File: src/rtl/mad_pkg.sv
package mad_pkg;
  typedef enum logic [1:0] {
    ROUTE_DRAM  = 2'd0,
    ROUTE_PCI   = 2'd1,
    ROUTE_SMRAM = 2'd2
  } route_e;

  localparam logic [7:0] ATTR_BASE  = 8'h59;
  localparam int         ATTR_BYTES = 7;
  localparam logic [7:0] ATTR_END   = 8'(ATTR_BASE + ATTR_BYTES);
  localparam logic [7:0] SMC_OFF    = 8'h72;
  localparam logic [7:0] SMC_RESET  = 8'h02;
  localparam logic [7:0] MSZ_OFF    = 8'h57;

  localparam int BIT_OPEN = 6;
  localparam int BIT_LOCK = 4;
  localparam int BIT_GEN  = 3;
endpackage

File: src/rtl/attr_bank.sv
module attr_bank #(
  parameter logic [7:0] BASE   = 8'h59,
  parameter int         NBYTES = 7
) (
  input  logic                  clk_i,
  input  logic                  rst_ni,
  input  logic                  we_i,
  input  logic [5:0]            dword_i,
  input  logic [3:0]            be_i,
  input  logic [31:0]           wdata_i,
  output logic [NBYTES*8-1:0]   bank_o
);
  logic [NBYTES-1:0] hit;

  for (genvar k = 0; k < NBYTES; k++) begin : g_byte
    localparam logic [7:0] OFF = 8'(BASE + k);
    assign hit[k] = we_i && (dword_i == OFF[7:2]) && be_i[OFF[1:0]];

    always_ff @(posedge clk_i or negedge rst_ni) begin
      if (!rst_ni)     bank_o[k*8 +: 8] <= 8'h00;
      else if (hit[k]) bank_o[k*8 +: 8] <= wdata_i[OFF[1:0]*8 +: 8];
    end
  end

  // bank only moves on a write that lands on one of its bytes
  assert_bank_stable_R5: assert property (@(posedge clk_i) disable iff (!rst_ni)
    !(we_i && (dword_i >= BASE[7:2]) && (dword_i <= 6'((BASE + NBYTES - 1) >> 2)))
      |=> $stable(bank_o));
endmodule

File: src/rtl/smram_ctl.sv
module smram_ctl #(
  parameter logic [7:0] RESET_VAL = 8'h02,
  parameter int         OPEN_B    = 6,
  parameter int         LOCK_B    = 4
) (
  input  logic       clk_i,
  input  logic       rst_ni,
  input  logic       we_i,
  input  logic [7:0] wbyte_i,
  output logic [7:0] ctl_o
);
  logic [7:0] ctl_q, ctl_d;

  always_comb begin
    ctl_d = ctl_q;
    if (we_i) begin
      ctl_d         = wbyte_i;
      ctl_d[LOCK_B] = ctl_q[LOCK_B] | wbyte_i[LOCK_B];
      ctl_d[OPEN_B] = wbyte_i[OPEN_B] & ~ctl_d[LOCK_B];
      if (ctl_q[LOCK_B]) ctl_d[OPEN_B] = ctl_q[OPEN_B];
    end
  end

  always_ff @(posedge clk_i or negedge rst_ni) begin
    if (!rst_ni) ctl_q <= RESET_VAL;
    else         ctl_q <= ctl_d;
  end

  assign ctl_o = ctl_q;

  assert_lock_sticky_R8: assert property (@(posedge clk_i) disable iff (!rst_ni)
    ctl_q[LOCK_B] |=> ctl_q[LOCK_B]);

  assert_lock_blocks_open_R8: assert property (@(posedge clk_i) disable iff (!rst_ni)
    (ctl_q[LOCK_B] && we_i && wbyte_i[OPEN_B]) |=> !ctl_o[OPEN_B]);
endmodule

File: src/rtl/route_decode.sv
module route_decode
  import mad_pkg::*;
#(
  parameter int AW         = 20,
  parameter int NBYTES     = 7,
  parameter int NWIN       = 13,
  parameter int BIOS_BASE  = 'hF0000,
  parameter int BIOS_LOG2  = 16,
  parameter int EXP_BASE   = 'hC0000,
  parameter int EXP_LOG2   = 14,
  parameter int SMR_BASE   = 'hA0000,
  parameter int SMR_LOG2   = 17
) (
  input  logic                clk_i,
  input  logic                rst_ni,
  input  logic [AW-1:0]       addr_i,
  input  logic                smm_i,
  input  logic                write_i,
  input  logic [NBYTES*8-1:0] bank_i,
  input  logic [7:0]          smc_i,
  output route_e              route_o
);
  localparam logic [AW-1:0] SMR_A = AW'(SMR_BASE);

  logic [NWIN-1:0] win_hit, win_en;
  logic            smr_hit, any_en;
  logic            unused_bits;

  for (genvar i = 0; i < NWIN; i++) begin : g_win
    localparam int              LOG2 = (i == 0) ? BIOS_LOG2 : EXP_LOG2;
    localparam logic [AW-1:0]   WB   = AW'((i == 0) ? BIOS_BASE
                                           : EXP_BASE + (i - 1) * (1 << EXP_LOG2));
    localparam int              BI   = (i + 1) / 2;
    localparam int              SH   = (i % 2 == 0) ? 4 : 0;
    logic [1:0] nib;
    assign nib        = bank_i[BI*8 + SH +: 2];
    assign win_hit[i] = (addr_i >> LOG2) == (WB >> LOG2);
    assign win_en[i]  = win_hit[i] & (write_i ? nib[1] : nib[0]);
  end

  assign unused_bits = ^bank_i;
  assign smr_hit     = (addr_i >> SMR_LOG2) == (SMR_A >> SMR_LOG2);
  assign any_en      = |win_en;

  always_comb begin
    if (smr_hit) begin
      if (smm_i)               route_o = smc_i[BIT_GEN]  ? ROUTE_SMRAM : ROUTE_PCI;
      else                     route_o = smc_i[BIT_OPEN] ? ROUTE_DRAM  : ROUTE_PCI;
    end else if (|win_hit)     route_o = any_en ? ROUTE_DRAM : ROUTE_PCI;
    else                       route_o = ROUTE_DRAM;
  end

  assert_win_onehot_R3: assert property (@(posedge clk_i) disable iff (!rst_ni)
    $onehot0(win_hit));

  assert_smram_needs_smm_R7: assert property (@(posedge clk_i) disable iff (!rst_ni)
    (route_o == ROUTE_SMRAM) |-> smm_i);

  assert_low_is_dram_R9: assert property (@(posedge clk_i) disable iff (!rst_ni)
    (addr_i < SMR_A) |-> (route_o == ROUTE_DRAM));
endmodule

File: src/rtl/mem_attr_decoder.sv
module mem_attr_decoder
  import mad_pkg::*;
#(
  parameter int TOTAL_MEM_MIB = 4096,
  parameter int AW            = 20
) (
  input  logic          clk_i,
  input  logic          rst_ni,
  input  logic          cfg_we_i,
  input  logic [7:0]    cfg_addr_i,
  input  logic [3:0]    cfg_be_i,
  input  logic [31:0]   cfg_wdata_i,
  output logic [31:0]   cfg_rdata_o,
  input  logic [AW-1:0] mem_addr_i,
  input  logic          mem_smm_i,
  input  logic          mem_write_i,
  output logic [1:0]    route_o
);
  localparam int         MEM_UNITS = TOTAL_MEM_MIB / 8;
  localparam logic [7:0] MEM_BYTE  = (MEM_UNITS > 255) ? 8'hFF : 8'(MEM_UNITS);
  localparam logic [1:0] SMC_LANE  = SMC_OFF[1:0];

  logic [ATTR_BYTES*8-1:0] bank;
  logic [7:0]              smc;
  logic                    smc_we;
  route_e                  route;

  attr_bank #(.BASE(ATTR_BASE), .NBYTES(ATTR_BYTES)) u_bank (
    .clk_i   (clk_i),
    .rst_ni  (rst_ni),
    .we_i    (cfg_we_i),
    .dword_i (cfg_addr_i[7:2]),
    .be_i    (cfg_be_i),
    .wdata_i (cfg_wdata_i),
    .bank_o  (bank)
  );

  assign smc_we = cfg_we_i && (cfg_addr_i[7:2] == SMC_OFF[7:2]) && cfg_be_i[SMC_LANE];

  smram_ctl #(.RESET_VAL(SMC_RESET), .OPEN_B(BIT_OPEN), .LOCK_B(BIT_LOCK)) u_smc (
    .clk_i   (clk_i),
    .rst_ni  (rst_ni),
    .we_i    (smc_we),
    .wbyte_i (cfg_wdata_i[SMC_LANE*8 +: 8]),
    .ctl_o   (smc)
  );

  route_decode #(.AW(AW), .NBYTES(ATTR_BYTES)) u_dec (
    .clk_i   (clk_i),
    .rst_ni  (rst_ni),
    .addr_i  (mem_addr_i),
    .smm_i   (mem_smm_i),
    .write_i (mem_write_i),
    .bank_i  (bank),
    .smc_i   (smc),
    .route_o (route)
  );

  assign route_o = route;

  for (genvar l = 0; l < 4; l++) begin : g_lane
    logic [7:0] off;
    assign off = {cfg_addr_i[7:2], 2'(l)};
    always_comb begin
      if (off >= ATTR_BASE && off < ATTR_END)
        cfg_rdata_o[l*8 +: 8] = bank[int'(off - ATTR_BASE)*8 +: 8];
      else if (off == SMC_OFF) cfg_rdata_o[l*8 +: 8] = smc;
      else if (off == MSZ_OFF) cfg_rdata_o[l*8 +: 8] = MEM_BYTE;
      else                     cfg_rdata_o[l*8 +: 8] = 8'h00;
    end
  end
endmodule

File: config.mk
export PLATFORM = sky130hd
export DESIGN_NAME = mem_attr_decoder
export DESIGN_NICKNAME = d
export VERILOG_FILES = /design/src/rtl/mad_pkg.sv /design/src/rtl/attr_bank.sv /design/src/rtl/smram_ctl.sv /design/src/rtl/route_decode.sv /design/src/rtl/mem_attr_decoder.sv
export SDC_FILE = /design/constraint.sdc
export NUM_CORES = 1
export LEC_CHECK = 0
export BUFFER_PORTS_ARGS = -buffer_cell sky130_fd_sc_hd__buf_2
export CORE_AREA = 2 2 81 99
export CTS_CLUSTER_DIAMETER = 120
export CTS_CLUSTER_SIZE = 8
export DETAILED_ROUTE_END_ITERATION = 6
export DIE_AREA = 0 0 83 101
export PLACE_DENSITY = 0.74
export SETUP_SLACK_MARGIN = 0.2
export SYNTH_ARGS = -nofsm -noshare
export SYNTH_HDL_FRONTEND = slang
export SYNTH_SLANG_ARGS = --single-unit
File: constraint.sdc
create_clock -name clk_i -period 1.4 [get_ports clk_i]
set_input_delay 0.07 -clock clk_i [delete_from_list [all_inputs] [get_ports clk_i]]
set_output_delay 0.07 -clock clk_i [all_outputs]
set_load 0.01 [all_outputs]
Yosys cells after proc, flatten, opt, wreduce, memory -nomap -nowiden
Cells that the tools add are included.

word-level totals
  flip-flop bits (word level) = 64
  input bits = 69
  output and inout bits = 34
  logic and storage cells = 103

operators by class
  $add $sub $neg = 4
  magnitude comparators = 8
  eq/ne operators = 18
  shifts and indexed selects = 4
  multiplexer cells = 25
  bitwise logic cells = 17
  reductions and logical operators = 18

operator list
  cell                   number
  $shiftx A56 B12 Y8     4
  $eq A6 B6 Y1 const B   12
  $mux W8                6
  $sub A8 B7 Y9 const B  4
  $ge A8 B7 Y1 const B   4
  $lt A8 B7 Y1 const B   4
  $reduce_or A13 Y1      2
  $eq A6 B5 Y1 const B   4
  $mux W1                16
  $logic_and A1 B1 Y1    15
  $and A1 B1 Y1          14
  $mux W2                3
  $eq A4 B4 Y1 const B   1
  $eq A3 B3 Y1 const B   1
  $not A1 Y1             2
  $reduce_and A2 Y1      1
  $or A1 B1 Y1           1

Longest topological paths before layout
Gate-level depths: netlist (run 1).

  word-level depth = 6
  depth in mapped cells = 7
  gate-level depth less buffers = 6

By module
A second synthesis (run 1) with hierarchy kept.

unflattened totals
  cell total of the unflattened synthesis = 262
  area total of the unflattened synthesis = 3,432.0 um2

modules (own cells, without submodules)
  module            times used  cells each  area each (um2)  sequential area each (um2)
  attr_bank         1           128         2,190.9          1,401.3
  mem_attr_decoder  1           77          609.3            0.0
  smram_ctl         1           19          324.1            201.4
  route_decode      1           38          307.8            0.0

Worst setup path before layout (run 1)
Ideal clock, no wire load.

  path type = in2reg
  from = input cfg_addr_i[2]
  to = register u_smc.ctl_q[6] (netlist: u_smc.ctl_o[6])
  setup time = 0.125 ns
  data arrival time = 1.520 ns
  required time = 1.275 ns
  path slack = -0.245 ns
  stages = 7
  path buffers = 1
  cells stage by stage = buf_2 > inv_1 > ha_1 > nand3_1 > nor4b_4 > and2b_1 > mux2_2

on the way
  longest elaborated chain between the ends = 4

RTL lines
  element                            line                    text
  start, declared                    mem_attr_decoder.sv:10  input logic [7:0] cfg_addr_i,
  $eq A6 B5 Y1                       mem_attr_decoder.sv:38  assign smc_we = cfg_we_i && (cfg_addr_i[7:2] == SMC_OFF[7:2]) && cfg_be_i[SMC_LANE];
  $logic_and A1 B1 Y1 (2 in series)  mem_attr_decoder.sv:38
  $reduce_and A2 Y1 (no line)        --
  end signal, assigned               smram_ctl.sv:26         else ctl_q <= ctl_d;
  end, declared                      smram_ctl.sv:12         logic [7:0] ctl_q, ctl_d;

Every way passes these cells.
A chain may end at the register's enable or synchronous reset.

Final worst setup path (run 1)
  from = register u_bank.bank_o[53]
  to = output route_o[0]

on the way
  longest elaborated chain between the ends = 6

RTL lines
  element                          line                    text
  start, declared                  attr_bank.sv:11         output logic [NBYTES*8-1:0] bank_o
  start signal, assigned by index  attr_bank.sv:21         else if (hit[k]) bank_o[k*8 +: 8] <= wdata_i[OFF[1:0]*8 +: 8];
  $mux W1                          route_decode.sv:38      assign win_en[i] = win_hit[i] & (write_i ? nib[1] : nib[0]);
  $and A1 B1 Y1                    route_decode.sv:38
  $reduce_or A13 Y1                route_decode.sv:43      assign any_en = |win_en;
  $mux W1 (2 in series)            route_decode.sv:49      end else if (|win_hit) route_o = any_en ? ROUTE_DRAM : ROUTE_PCI;
  $mux W2                          route_decode.sv:46      if (smr_hit) begin
  end, declared                    mem_attr_decoder.sv:17  output logic [1:0] route_o

Every way passes these cells.

==> impl_results.md, run 1 <==
- Status: finished with violations
- Failing checks: negative setup slack
- Routed WL per cell: 18.1 µm
- Initial Utilization: 0.447
- Layout cells sized above 1: 0.612
- Die Wd: 83 µm
- Crit end category: primary output
- Hold_sp: cfg_be_i[0]
- Post-Place Worst Slack: -244 ps
- Clock Root Buffer: clkbuf_8
- Vias per cell: 5.26
- H-tree depth: 3
- Layout net count: 510
- Fin crit period: 1990 ps
- Highest Clock Rate: 503 MHz
- Boundary pin count: 103
- Synthesis-stage register bit count: 64
- Initial antenna violation count: 0
- Synth Net Count: 339
- Yosys warning total: 0
- First-pass GRT wire length: 15000 µm
- Port-buffer cells: 86
- PwrDens: 917 nW/µm²
- CTS sink cnt: 64
- 1st-pass router iterations: 4
- Core area: 7490 µm²
- Clk_lat worst skew: 360 ps
- Leading area contributor after synthesis: dfrtp_1
- Max-slew violation count: 0
- Worst slew margin: 0.732
- Fin area: 5500 µm²
- Dpl cell area: 4340 µm²
- Gr ovfl total: 0
- Fin Setup TNS: -3530 ps
- Largest net degree at the start of global routing: 28
- CP arrival: 1920 ps
- DR iter-0 viols: 106
- Num rows: 35
- # diodes: 0
- Commonest non-fill, non-tap cells in the layout: buf_2 (63), dfrtp_1 (63), mux2_2 (59)
- Clock slew at reported path FFs: 70 ps
- Synth Area per Inst: 12.6 µm²
- Mapped Area: 3340 µm²
- Maximum VDD drop: 1.49 mV
- Routed WL: 9650 µm
- TritonCTS Buffers: 9
- Post-route ant nets: 0
- # DRC: 0
- Worst Slack Setup Final: -587 ps
- Fin crit share: 1.42
- P_leak: 2.71 nW
- Synth area leaders: dfrtp_1 (47%), mux2_2 (20%), mux2i_1 (9.3%), o21ai_0 (2.2%), ha_1 (1.9%)
- Synth cell types: 41
- Crit path from: u_bank.bank_o[53]$_DFFE_PN0P_
- Worst-path maximum fanout: 2
- Setup crit start kind: flip-flop
- Post-Synthesis Cells: 265
- Vias after detailed routing: 2801
- Syn-to-layout area delta: 64.6%
- Final setup violation count: 31
- CTS Buffer Depth: 2
- Total power: 5.05 mW
- Vias in the first global route: 3071
- Top cell type's share of synthesized area: 0.471
- Final Hold Fails: 0
- # fillers: 499
- Reg2Reg Launch Point: u_smc.ctl_o[4]$_DFFE_PN0N_
- Max Cap Viol: 0
- CP Class: flip-flop to primary output
- HP Class: input port to flip-flop
- Worst EP required: 1330 ps
- Routability cong.: 0.835
- CTS tree: yes
- Total GRT Usage: 0.230
- RSZ-0062 raised after global routing: true
- Die Ht: 101 µm
- Skew final: 2.36 ps
- HPWL after DPL: 5820 µm
- Die area: 8380 µm²
- FF-to-FF setup slack: 360 ps
- Post-synthesis sequential area ratio: 0.479
- Slew at the pin closest to its max-slew limit: 402 ps
==> Yosys cell counts, drive strengths merged <==
cell and instances:
dfrtp 63, mux2 63, mux2i 31, nand2 20, o21ai 17, and2 8, buf 8, nor2 8
ha 5, nor3b 5, inv 4, nor3 4, mux4 3, nand2b 3, and4 2, nand4b 2
nor4 2, a21o 1, a311oi 1, a31o 1, and2b 1, clkbuf 1, dfstp 1, nand3 1
nand4 1, nor2b 1, nor4b 1, o211ai 1, o21bai 1, o22ai 1, o32ai 1, or3 1
or3b 1, xor2 1
==> metrics by stage <==
| stage | instances | utilization | hold slack (ps) |
|---|---|---|---|
| 5_1_grt | 533 | 0.735 | 151 |
| 4_1_cts | 530 | 0.706 | 129 |
| 3_3_place_gp | 474 | 0.579 | -2.18 |
| 3_5_place_dp | 474 | 0.579 | 7.71 |
| 2_1_floorplan | 265 | - | -226 |
| 6_report | 533 | 0.735 | 140 |
==> layout make-up <==
| type | count | area, µm² | share of cell area |
|---|---|---|---|
| multi-input combinational | 188 | 2020 | 0.366 |
| sequential | 64 | 1600 | 0.291 |
| timing repair buffer | 169 | 1470 | 0.268 |
| clock buffer | 10 | 138 | 0.0250 |
| clock inverter | 6 | 138 | 0.0250 |
| tap | 92 | 115 | 0.0209 |
| inverter | 4 | 20.0 | 0.00364 |
==> power breakdown <==
part	total, mW	switching [mW]	internal [mW]
registers	2.09	0.0890	2.00
clock network	2.21	0.783	1.42
logic	0.753	0.323	0.430
==> critical path, cell delays in order, from the launching register on <==
cell and delay, ps:
dfrtp_1 380, mux4_2 460, nor3b_1 150, a311oi_1 270
a31o_2 220, buf_6 100
==> kinds of logic after synthesis <==
family / share of synthesized area
AOI/OAI and AO/OA: 0.0419
xor gates and xnor gates: 0.00262
adders and majority gates: 0.0187
buffers and inverters: 0.0209
DFF: 0.479
muxes: 0.327
and+or+nand+nor: 0.109
==> state kept, by name, summed over array words and instances, names as in the netlist <==
signal,count
u_bank.bank_o,56
u_smc.ctl_o,8
==> per-layer routing <==
layer	routed length [µm]	global-route usage	vias to the layer above
met3	399	0.0606	15
li1	-	-	1309
met1	3880	0.269	1399
met4	138	0.0719	0
met2	5230	0.416	78
met5	0	0	-
==> final timing paths <==
check,end,cells after the start
max,route_o[0],5
min,u_bank.bank_o[24]$_DFFE_PN0P_,3
max reg2reg,u_smc.ctl_o[6]$_DFFE_PN0P_,2
min reg2reg,u_bank.bank_o[6]$_DFFE_PN0P_,1
max in group asynchronous,u_smc.ctl_o[1]$_DFFE_PN1N_,3
min in group asynchronous,u_bank.bank_o[50]$_DFFE_PN0P_,2
==> timing repair <==
action                                 in CTS  in global routing
cloned                                      3                  0
pin swaps                                  30                 15
hold buffers                               33                  0
gates resized for setup                    55                 35
endpoints found under the hold margin     124                  0
buffers inserted                            4                  3
setup endpoints to repair                  34                 60
Note: power is estimated with default switching activity, not from simulation.
==> inputs of run 2 (changes only) <==
- CORE_AREA: 2 2 81 99 -> 2 2 75 91
- DIE_AREA: 0 0 83 101 -> 0 0 77 93
- PLACE_DENSITY: 0.74 -> 0.83
- clock period: 1.4 -> 2.52 ns (I/O delays scaled with it)
==> impl_results.md, run 2 (synthesized netlist as in run 1, its figures left out) <==
- Post-route ant nets: 0 (unchanged)
- Buf/Inv on CP: 1 (unchanged)
- Layout cells sized above 1: 0.493 (was 0.612)
- Die Wd: 77 µm (was 83 µm)
- Int Pwr: 1.78 mW (was 3.85 mW)
- CP arrival: 2020 ps (was 1920 ps)
- Maximum VDD drop: 0.434 mV (was 1.49 mV)
- CTS Buffer Depth: 2 (unchanged)
- Max-slew violation count: 0 (unchanged)
- Crit path from: u_bank.bank_o[24]$_DFFE_PN0P_ (was u_bank.bank_o[53]$_DFFE_PN0P_)
- Fin Setup TNS: 0 ps (was -3530 ps)
- Port-buffer cells: 86 (unchanged)
- Top reg by flops: u_bank.bank_o (unchanged)
- Clock Root Buffer: clkbuf_8 (unchanged)
- Comb power frac: 0.112 (was 0.149)
- Clk_lat worst skew: 340 ps (was 360 ps)
- Max Cap Viol: 0 (unchanged)
- Reg2Reg Launch Point: u_smc.ctl_o[4]$_DFFE_PN0N_ (unchanged)
- Initial antenna violation count: 0 (unchanged)
- HPWL after DPL: 5350 µm (was 5820 µm)
- # DRC: 0 (unchanged)
- Vias per cell: 5.47 (was 5.26)
- Routed WL per cell: 16.8 µm (was 18.1 µm)
- Boundary pin count: 103 (unchanged)
- CTS tree: yes (unchanged)
- DR iter-0 viols: 151 (was 106)
- TritonCTS Buffers: 9 (unchanged)
- Die Ht: 93 µm (was 101 µm)
- Most common cell after layout, fill and taps aside: buf_2
- PwrDens: 573 nW/µm² (was 917 nW/µm²)
- Largest net degree at the start of global routing: 65 (was 28)
- # hold bufs at CTS: 1 (was 33)
- Final Hold Fails: 0 (unchanged)
- Max incr delay on CP: 500 ps (was 460 ps)
- RSZ-0062 raised after global routing: false (was true)
- Die area: 7160 µm² (was 8380 µm²)
- Syn-to-layout area delta: 22.0% (was 64.6%)
- CTS sink cnt: 64 (unchanged)
- Switching share of power: 0.237 (about the same)
- 1st-pass router iterations: 4 (unchanged)
- Vias after detailed routing: 2452 (was 2801)
- HP Class: input port to flip-flop (unchanged)
- CTS-repair resized insts: 0 (was 55)
- Layout net count: 433 (was 510)
- Worst slew margin: 0.397 (was 0.732)
- Critical Path, Cell by Cell: mux4_1 -> nor3b_1 -> a311oi_1 -> a31o_2 -> buf_2 (was mux4_2 -> nor3b_1 -> a311oi_1 -> a31o_2 -> buf_6)
- DP Cell Count: 432 (was 474)
- First-pass GRT wire length: 12300 µm (was 15000 µm)
- Clock group share of total power: 0.391 (was 0.437)
- Routability cong.: 0.759 (was 0.835)
- Gr ovfl total: 0 (unchanged)
- Finished Layout Cells: 448 (was 533)
- FF-to-FF setup slack: 1480 ps (was 360 ps)
- # diodes: 0 (unchanged)
- Post-CTS setup buffers: 0 (was 4)
- Total GRT Usage: 0.221 (was 0.230)
- Routed WL: 7520 µm (was 9650 µm)
- Total power: 2.34 mW (was 5.05 mW)
- Highest Clock Rate: 467 MHz
- Area of the multi-input gates: 1670 µm² (was 2020 µm²)
- Num rows: 32 (was 35)
- Vias in the first global route: 2600 (was 3071)
- H-tree depth: 3 (unchanged)
- CP top delay family: multiplexers (was compound AO/OA/AOI/OAI gates)
- Fin crit share: 0.850
- Worst-path maximum fanout: 3 (was 2)
- Fin crit period: 2140 ps
- Core area: 6330 µm² (was 7490 µm²)
- Final setup violation count: 0 (was 31)
- Slowest cell on crit path: mux4_1 (was mux4_2)
- Slew at the pin closest to its max-slew limit: 905 ps (was 402 ps)
- Commonest non-fill, non-tap cells in the layout: buf_2 (86), dfrtp_1 (63), mux2_2 (60) (was buf_2 (63), dfrtp_1 (63), mux2_2 (59))
- # fillers: 544 (was 499)
- Crit end category: primary output (unchanged)
- Sw power: 0.554 mW (was 1.20 mW)
- Worst EP required: 2390 ps (was 1330 ps)
- Clock slew at reported path FFs: 70 ps (about the same)
- Setup crit start kind: flip-flop (unchanged)
- FF+latch area: 1600 µm² (unchanged)
- Status: complete, no violations (was finished with violations)
- Skew final: 1.33 ps (was 2.36 ps)
- CP Class: flip-flop to primary output (unchanged)
- Initial Utilization: 0.529 (was 0.447)
- P_leak: 2.16 nW (was 2.71 nW)
- Hold_sp: cfg_wdata_i[14] (was cfg_be_i[0])
- Max reg flops: 56 (unchanged)
- Power share of the sequential group: 0.497 (was 0.414)
## run 2: worst paths after layout
kind                                                      end  cells past startpoint
worst max-delay path                               route_o[0]                      5
worst min-delay path             u_bank.bank_o[6]$_DFFE_PN0P_                      2
worst max register to register     u_smc.ctl_o[6]$_DFFE_PN0P_                      2
worst min register to register     u_smc.ctl_o[4]$_DFFE_PN0N_                      1
max in group asynchronous       u_bank.bank_o[32]$_DFFE_PN0P_                      3
min in group asynchronous        u_bank.bank_o[2]$_DFFE_PN0P_                      3
## run 2: layout make-up
| cell class | count | share of cell area |
|---|---|---|
| clock buffer | 12 | 0.0405 |
| timing repair buffer | 92 | 0.117 |
| sequential | 64 | 0.393 |
| tap | 85 | 0.0261 |
| clock inverter | 3 | 0.00982 |
| multi-input combinational | 188 | 0.410 |
| inverter | 4 | 0.00368 |
## run 2: power by group through the flow
| stage | clock network [mW] | logic [mW] | registers, mW |
|---|---|---|---|
| after CTS | 0.922 | 0.266 | 1.16 |
| after global placement | 0 | 0.253 | 1.17 |
| final | 0.913 | 0.262 | 1.16 |
| after detailed placement | 0 | 0.264 | 1.18 |
| after global routing | 0.964 | 0.291 | 1.17 |
| after floorplan | 0 | 0.157 | 1.16 |
## run 2: per-layer routing
| layer | wire length (µm) | vias up | track usage |
|---|---|---|---|
| li1 | - | 1149 | - |
| met1 | 3050 | 1218 | 0.253 |
| met2 | 3780 | 69 | 0.379 |
| met3 | 510 | 16 | 0.0743 |
| met4 | 176 | 0 | 0.0908 |
| met5 | 0 | - | 0 |
## run 2: metrics by stage
step	util	hold slack (ps)	setup WS, ps	instance area (µm²)
after floorplan	-	-170	819	3340
final	0.645	12.0	379	4080
after CTS	0.645	8.76	368	4080
after global routing	0.645	9.65	289	4080
after detailed placement	0.611	351	585	3860
after global placement	0.611	333	615	3860
